File: src/rtl/ppb_pkg.sv
package ppb_pkg;
    localparam int BYTE_W = 8;

    typedef logic [BYTE_W-1:0] byte_t;

    typedef enum logic {
        SEQ_IDLE = 1'b0,
        SEQ_LOAD = 1'b1
    } seq_state_e;

    typedef struct packed {
        logic  en;
        byte_t data;
    } beat_t;

    // a program request needs a clean release and at least one byte
    function automatic logic commit_ok(input logic on_boundary, input logic have_bytes);
        return on_boundary && have_bytes;
    endfunction
endpackage

File: src/rtl/ppb_seq.sv
module ppb_seq
    import ppb_pkg::*;
#(
    parameter int ADDR_W = 18,
    parameter int OFS_W  = 8,
    localparam int PAGE_W = ADDR_W - OFS_W
) (
    input  logic              clk,
    input  logic              rst,
    input  logic              cmd_start,
    input  logic [ADDR_W-1:0] cmd_addr,
    input  logic              byte_valid,
    input  logic              cs_rise,
    input  logic              cs_on_boundary,
    output logic              loading,
    output logic              wr_en,
    output logic [OFS_W-1:0]  wr_ofs,
    output logic              clr,
    output logic [PAGE_W-1:0] page,
    output logic              commit
);
    seq_state_e        st_q;
    logic [OFS_W-1:0]  ofs_q;
    logic [PAGE_W-1:0] page_q;
    logic              got_q;
    logic              commit_q;

    assign loading = (st_q == SEQ_LOAD);
    assign wr_en   = loading && byte_valid && !cmd_start;
    assign wr_ofs  = ofs_q;
    assign clr     = cmd_start;
    assign page    = page_q;
    assign commit  = commit_q;

    always_ff @(posedge clk) begin
        if (rst) begin
            st_q     <= SEQ_IDLE;
            ofs_q    <= '0;
            page_q   <= '0;
            got_q    <= 1'b0;
            commit_q <= 1'b0;
        end else begin
            commit_q <= 1'b0;
            if (cmd_start) begin
                st_q   <= SEQ_LOAD;
                ofs_q  <= cmd_addr[OFS_W-1:0];
                page_q <= cmd_addr[ADDR_W-1:OFS_W];
                got_q  <= 1'b0;
            end else if (loading) begin
                if (byte_valid) begin
                    ofs_q <= ofs_q + 1'b1;
                    got_q <= 1'b1;
                end
                if (cs_rise) begin
                    st_q     <= SEQ_IDLE;
                    commit_q <= commit_ok(cs_on_boundary, got_q || byte_valid);
                end
            end
        end
    end
endmodule

File: src/rtl/ppb_store.sv
module ppb_store
    import ppb_pkg::*;
#(
    parameter int OFS_W = 8,
    localparam int NBYTES = 1 << OFS_W
) (
    input  logic             clk,
    input  logic             rst,
    input  logic             clr,
    input  beat_t            beat,
    input  logic [OFS_W-1:0] wr_ofs,
    input  logic [OFS_W-1:0] rd_ofs,
    output logic [NBYTES-1:0] mask,
    output byte_t            rd_data
);
    byte_t             mem_q [NBYTES];
    logic [NBYTES-1:0] mask_q;

    always_ff @(posedge clk) begin
        if (beat.en) mem_q[wr_ofs] <= beat.data;
    end

    always_ff @(posedge clk) begin
        if (rst || clr) mask_q <= '0;
        else if (beat.en) mask_q[wr_ofs] <= 1'b1;
    end

    assign mask    = mask_q;
    assign rd_data = mem_q[rd_ofs];
endmodule

File: src/rtl/pp_page_buffer.sv
module pp_page_buffer
    import ppb_pkg::*;
#(
    parameter int ADDR_W = 18,
    parameter int OFS_W  = 8,
    localparam int PAGE_W = ADDR_W - OFS_W,
    localparam int NBYTES = 1 << OFS_W
) (
    input  logic              clk,
    input  logic              rst,
    input  logic              cmd_start,
    input  logic [ADDR_W-1:0] cmd_addr,
    input  logic              byte_valid,
    input  logic [BYTE_W-1:0] byte_data,
    input  logic              cs_rise,
    input  logic              cs_on_boundary,
    output logic              commit_valid,
    output logic [PAGE_W-1:0] commit_page,
    output logic [NBYTES-1:0] commit_mask,
    input  logic [OFS_W-1:0]  rd_ofs,
    output logic [BYTE_W-1:0] rd_data
);
    logic             loading;
    logic             wr_en;
    logic [OFS_W-1:0] wr_ofs;
    logic             clr;
    beat_t            beat;

    ppb_seq #(.ADDR_W(ADDR_W), .OFS_W(OFS_W)) u_seq (
        .clk            (clk),
        .rst            (rst),
        .cmd_start      (cmd_start),
        .cmd_addr       (cmd_addr),
        .byte_valid     (byte_valid),
        .cs_rise        (cs_rise),
        .cs_on_boundary (cs_on_boundary),
        .loading        (loading),
        .wr_en          (wr_en),
        .wr_ofs         (wr_ofs),
        .clr            (clr),
        .page           (commit_page),
        .commit         (commit_valid)
    );

    assign beat = '{en: wr_en, data: byte_data};

    ppb_store #(.OFS_W(OFS_W)) u_store (
        .clk     (clk),
        .rst     (rst),
        .clr     (clr),
        .beat    (beat),
        .wr_ofs  (wr_ofs),
        .rd_ofs  (rd_ofs),
        .mask    (commit_mask),
        .rd_data (rd_data)
    );
endmodule

File: config.mk
export PLATFORM = sky130hd
export DESIGN_NAME = pp_page_buffer
export DESIGN_NICKNAME = d
export VERILOG_FILES = /design/src/rtl/ppb_pkg.sv /design/src/rtl/ppb_seq.sv /design/src/rtl/ppb_store.sv /design/src/rtl/pp_page_buffer.sv
export SDC_FILE = /design/constraint.sdc
export NUM_CORES = 2
export LEC_CHECK = 0
export ABC_AREA = 1
export BUFFER_PORTS_ARGS = -buffer_cell sky130_fd_sc_hd__buf_2
export CAP_MARGIN = 10
export CORE_MARGIN = 1.5
export CORE_UTILIZATION = 46
export CTS_CLUSTER_SIZE = 14
export DETAILED_ROUTE_END_ITERATION = 10
export SYNTH_ARGS = -nofsm -noshare
export SYNTH_HDL_FRONTEND = slang
export SYNTH_SLANG_ARGS = --single-unit
File: constraint.sdc
create_clock -name clk -period 5.7 [get_ports clk]
set_input_delay 1.14 -clock clk [delete_from_list [all_inputs] [get_ports clk]]
set_output_delay 1.14 -clock clk [all_outputs]
set_load 0.1 [all_outputs]
# [After elaboration in Yosys (flattened, before gate mapping)]
# Memories as Yosys holds them, arrays and structs flattened.
# Cells that the tools add are included.
[classes] n_addsub=1 n_lt_le_gt_ge=2 muxes=10 n_bitwise=3 reduce_logical=13
[op_table] op="$or 256x256->256" count=1
[op_table] op="$mux 8" count=3
[op_table] op="$lt 8x9->1 const B" count=1
[op_table] op="$add 8x1->8 const B" count=1
[op_table] op="$demux 1 s8" count=1
[op_table] op="$ge 8x1->1 const B" count=1
[op_table] op="$mux 1" count=6
[op_table] op="$logic_and 1x1->1" count=4
[op_table] op="$reduce_and 2->1" count=2
[op_table] op="$reduce_bool 2->1" count=2
[op_table] op="$reduce_or 4->1" count=1
[op_table] op="$logic_or 1x1->1" count=2
[op_table] op="$not 1->1" count=2
[op_table] op="$reduce_or 2->1" count=1
[op_table] op="$logic_not 1->1" count=1
[word_totals] register_bits=277 ramBits=2048 input_bits=40 memories=1
[memory_table] name="u_store.mem_q" words=256 width=8 read_ports=1 rd_ports_with_merged_regs=0 wr=1 line="ppb_store.sv:16" text="byte_t mem_q [NBYTES];"

# [Longest topological paths before layout]
[depth] ltp_word=5 ltp_mapped=15 mapped_depth_nobuf=11

# [Cells and area by module]
# Synthesis repeated with hierarchy kept, for this count alone.
[unflattened] cells_unflattened=7956 hier_area_um2=91559.1
[modules_own_cells] mod="ppb_store" instances=1 cells_per_inst=7821 area_per_inst_um2=90566.9 seq_area_each_um2=66623.9
[modules_own_cells] mod="ppb_seq" instances=1 cells_per_inst=135 area_per_inst_um2=992.2 seq_area_each_um2=420.4

# [Worst setup path after synthesis]
# No wires, ideal clock.
[synth_path] path_kind="input to output" from="in rd_ofs[2]" to="out rd_data[6]" arrival_time_ps=2924 t_required_ps=4560 slack_ps=1636 cell_stages=12 n_path_buf=3 cell_sequence="buf_2 > inv_1 > clkbuf_1 > buf_2 > nand3_1 > nand3_1 > nand3_1 > nand3_1 > nand3_1 > nand2_1 > nand2_1 > nand2_1"
[synth_via] elab_chain_len=1
[synth_rtl] element="start: declaration" line="pp_page_buffer.sv:20" text="input logic [OFS_W-1:0] rd_ofs,"
[synth_rtl] element="$mem_v2 256x8"
[synth_rtl] element="end: declaration" line="pp_page_buffer.sv:21" text="output logic [BYTE_W-1:0] rd_data"
# Every way passes these cells.

# [Final worst setup path]
[layout_path] from="in rd_ofs[0]" to="out rd_data[5]"
# The elaborated chain is that of the path after synthesis.

==> summary by stage <==
Outcome
The run finished with clean final reports.

Clocking
The number of buffers on the longest clock path is 3. The count of cells resized by post-cts repair is 0. Clock-pin slew was measured on the worst setup and hold paths at approximately 0.06 ns. In this run the clock root is driven by a clkbuf_16. The maximum level of the CTS H-tree is 4.

The clock tree from TritonCTS is done. The tree built by TritonCTS fans out to between 2,000 and 2,500 sinks. Hold repair after CTS inserted 0 buffers. At the later pin of the worst-skew pair, clock insertion delay measures a little under 0.9 ns.

Buffers inserted during clock tree synthesis total ~230. The post-CTS setup buffer count is 0.

Placed design
Input and output buffers added on the ports amount to between 300 and 400. The post-placement worst setup slack is approximately 0.44 ns. Routability-driven placement finished with a final weighted congestion of between 0.9 and 1. The HPWL after detailed placement is about 170,000 µm.

Drt
The routed length per placed instance is roughly 25 µm. The via count is around 62,000. The detail route stage leaves a number of antenna-violating nets equal to 0.

The detailed router finished its first iteration with roughly 7,600 violations. Dividing the detail-routed via count by the number of cells gives roughly 5.6. The length of the first detailed-routing pass in iterations is 6. The routed design has between 200,000 and 300,000 µm of wire. In the routed design, unresolved DRC markers number 0.

Synth
The synthesized netlist contains 28 unique library cells. In this run the biggest area consumer among cell types represents around 67% of the synthesized area. After synthesis, the cell types taking the most area are edfxtp_1 67%, nand3_1 11%, nand2_1 8.7%. Among all flip-flop cells after synthesis, the most frequent one is edfxtp_1. The largest area contributor in the netlist is edfxtp_1. The synthesized instance count is 7,917.

The cell area after synthesis is slightly above 0.09 mm². After Yosys synthesis, and, or, nand and nor cells account for between 20% and 30% of the synthesized area. The multiplexer fraction of the synthesized cell area is 0%. The adder-cell area share of the yosys netlist is less than 1%. Sequential cells were found to cover 73.4% of the synthesized design area. The post-synthesis share of cell area spent on xor and xnor gates is 0.00958%.

The combinational family with the most area after synthesis is simple AND/OR/NAND/NOR gates. The number of flip-flops and latches in the synthesized netlist is 2,325. The mean cell area of the mapped netlist is approximately 12 µm². The number of enable flip-flop cells after synthesis is 2,048. The post-synthesis net count is roughly 8,000. The post-synthesis compound-gate area fraction is less than 1%. After synthesis, the share of flip-flops with an asynchronous set or reset is 0%.

During synthesis, Yosys emitted a total of 0 warnings.

Final layout
Summing all multi-input logic gate instances after layout gives 0.0215 mm². Fill cells in the final layout number 17,100. In the final design database the tool counted between 8,000 and 9,000 nets.

Cells fill approximately 53% of the core in the end. Registers take ~0.067 mm². Compared with the post-synthesis result, the final layout area differs by 14.0%. Of the cells placed in the final design, the portion with a size suffix greater than 1 is 10.7%.

STA
After routing, the total negative slack on setup checks comes to 0 ns. The worst pin sits at a relative slew slack of 9.81%. The clock arrives with between 0.04 and 0.05 ns of skew. Setup slack on the critical path of the routed design comes to about 0.4 ns. The slew at the pin closest to its max-slew limit is 1.35 ns. The fmax is roughly 190 MHz. The final hold violation count is 0.

The final count of negative-setup-slack endpoints is 0. The worst hold margin is 0.462 ns. Of the available clock period, the critical path in the final layout requires between 90% and 100%. Setup repair after global routing left no endpoint under its margin. The final critical delay including setup and external delays is roughly 5.3 ns. The max-slew violation count is 0.

Setup path
The slowest stage of the critical path belongs to the cell inv_16. In this design, the stage delay of the slowest critical-path cell is approximately 0.40 ns. Traced cell by cell, the critical path runs through buf_8, inv_16, buf_12, nand2_1, nand3_1, nand3_1, nand3_1, nand3_1, nand3_1, nand3_1, nand2_1, nand2_1, nand2_1, buf_12. In this run the worst setup path terminates at rd_data[5].

The critical path starts at rd_ofs[0]. In this run the register-to-register setup slack is approximately 2 ns. The critical path's most frequent cell is nand3_1. The worst register-to-register path begins at u_seq.loading. The capturing element type of the critical path is an output port. STA puts the critical path data arrival time at 4.16 ns. The worst setup path is launched from a primary input. The required time of the worst setup path is about 4.6 ns. The maximum fanout encountered on the critical timing path is 71.

The worst setup path is of the primary input to output port kind. The endpoint identified for the worst register-to-register timing path is u_store.mem_q[74][1]. The worst register-to-register path has a depth of 7.

Floorplan
The core region is approximately 0.2 mm². The x dimension of the die is approximately 450 µm. The die covers about 0.20 mm².

The effective utilization at floorplan is a little under half. The floorplan has around 160 rows. Measured along the y axis, the die boundary spans ~450 µm. between 300 and 400 I/O pins were placed.

Global routing
The pin count of the biggest net entering global routing is roughly 160. The number of global-route vias before repair is just under 60,000. For this run, the total global-route usage over all layers was measured as 26.8%. The initial antenna violation count is 8.

The global-route wire length before repair is between 400,000 and 500,000 µm. The global-route congestion overflow total is 0.

Pwr
The worst-case IR drop observed on VDD is about 0.3 mV. The total power per unit cell area is roughly 340 mW/mm². The overall power after layout is ~36 mW. The static leakage is approximately 37 nW.

Flow run
The tool flagged a number of max-cap violations equal to 0.

Hold path
The class of the tightest hold or removal check is flop to flop.
metrics by stage:
step | cell area [µm²] | cells
6_report | 104000 | 11000
5_1_grt | 104000 | 11000
4_1_cts | 104000 | 11000
3_5_place_dp | 96400 | 10600
3_3_place_gp | 96300 | 10600
2_1_floorplan | 91400 | 7917
layout by cell type, fill, tap and decap left out, types with 5 or more instances in the layout:
cell type / instances
dfxtp_1: 277
clkbuf_8: 18
clkinv_16: 9
nor2_1: 772
clkinv_2: 37
a21oi_1: 16
nand2_1: 2129
o21a_1: 28
nor3_1: 5
clkbuf_1: 62
buf_8: 11
buf_4: 173
clkinv_1: 39
nand3_1: 2019
bufinv_16: 15
clkinvlp_4: 7
clkbuf_16: 239
buf_2: 294
buf_12: 60
inv_2: 5
edfxtp_1: 2048
inv_1: 74
logic make-up after synthesis:
group | Yosys count
AOI/OAI and AO/OA | 56
xor gates and xnor gates | 1
adders and majority gates | 4
buffers and inverters | 601
DFF | 2325
and+or+nand+nor | 4930
state kept, by name (all words and copies together), names as in the netlist:
register       count
u_seq.commit       1
u_seq.got_q        1
u_seq.loading      1
u_seq.page        10
u_seq.wr_ofs       8
u_store.mask     256
u_store.mem_q   2048
report_power, final:
part           internal (mW)  switching, mW
Combinational          0.504           1.58
Clock                   8.65           6.66
Sequential              18.5        0.00885
area by class of cell:
class	count	share of cell area, %
Antenna cell	4	0.00961
Tap cell	2640	3.17
Clock buffer	319	6.20
Clock inverter	118	1.19
Timing Repair Buffer	544	4.07
Multi-Input combinational cell	4991	20.6
Inverter	85	0.346
Sequential cell	2325	64.4
synthesized netlist by cell type, types with 5 or more instances:
cell type / instances
nor2_1: 773
dfxtp_1: 277
clkbuf_1: 123
nand3_1: 2019
buf_1: 37
nor3_1: 5
buf_2: 305
buf_6: 8
o21a_1: 28
edfxtp_1: 2048
buf_4: 43
nand2_1: 2129
a21oi_1: 16
inv_2: 6
inv_1: 77
critical path: cells and delay by family:
| kind | cells | cell delay, ns |
|---|---|---|
| buf+inv | 4 | 1.09 |
| simple gates | 10 | 1.82 |
how the worst min path moves through the flow:
stage	from	end	slack, ns	depth (start not counted)
after floorplan	u_seq.got_q	u_seq.got_q	0.44	2
after global placement	u_store.mask[24]	u_store.mask[24]	0.44	2
after detailed placement	u_store.mask[246]	u_store.mask[246]	0.45	1
after CTS	u_seq.page[0]	u_seq.page[0]	0.46	2
after global routing	u_store.mask[244]	u_store.mask[244]	0.48	1
final	u_store.mask[144]	u_store.mask[144]	0.46	2
metal layers:
metal  GRT usage, %  vias to the layer above  part of all wire [%]
li1               -                    28200                     -
met2           41.4                     2974                    46
met3           4.28                      472                   8.3
met1           37.6                    30600                    41
met5              0                        -                0.0047
met4           11.4                        2                   4.3
Power figures use the tool's default switching activity.
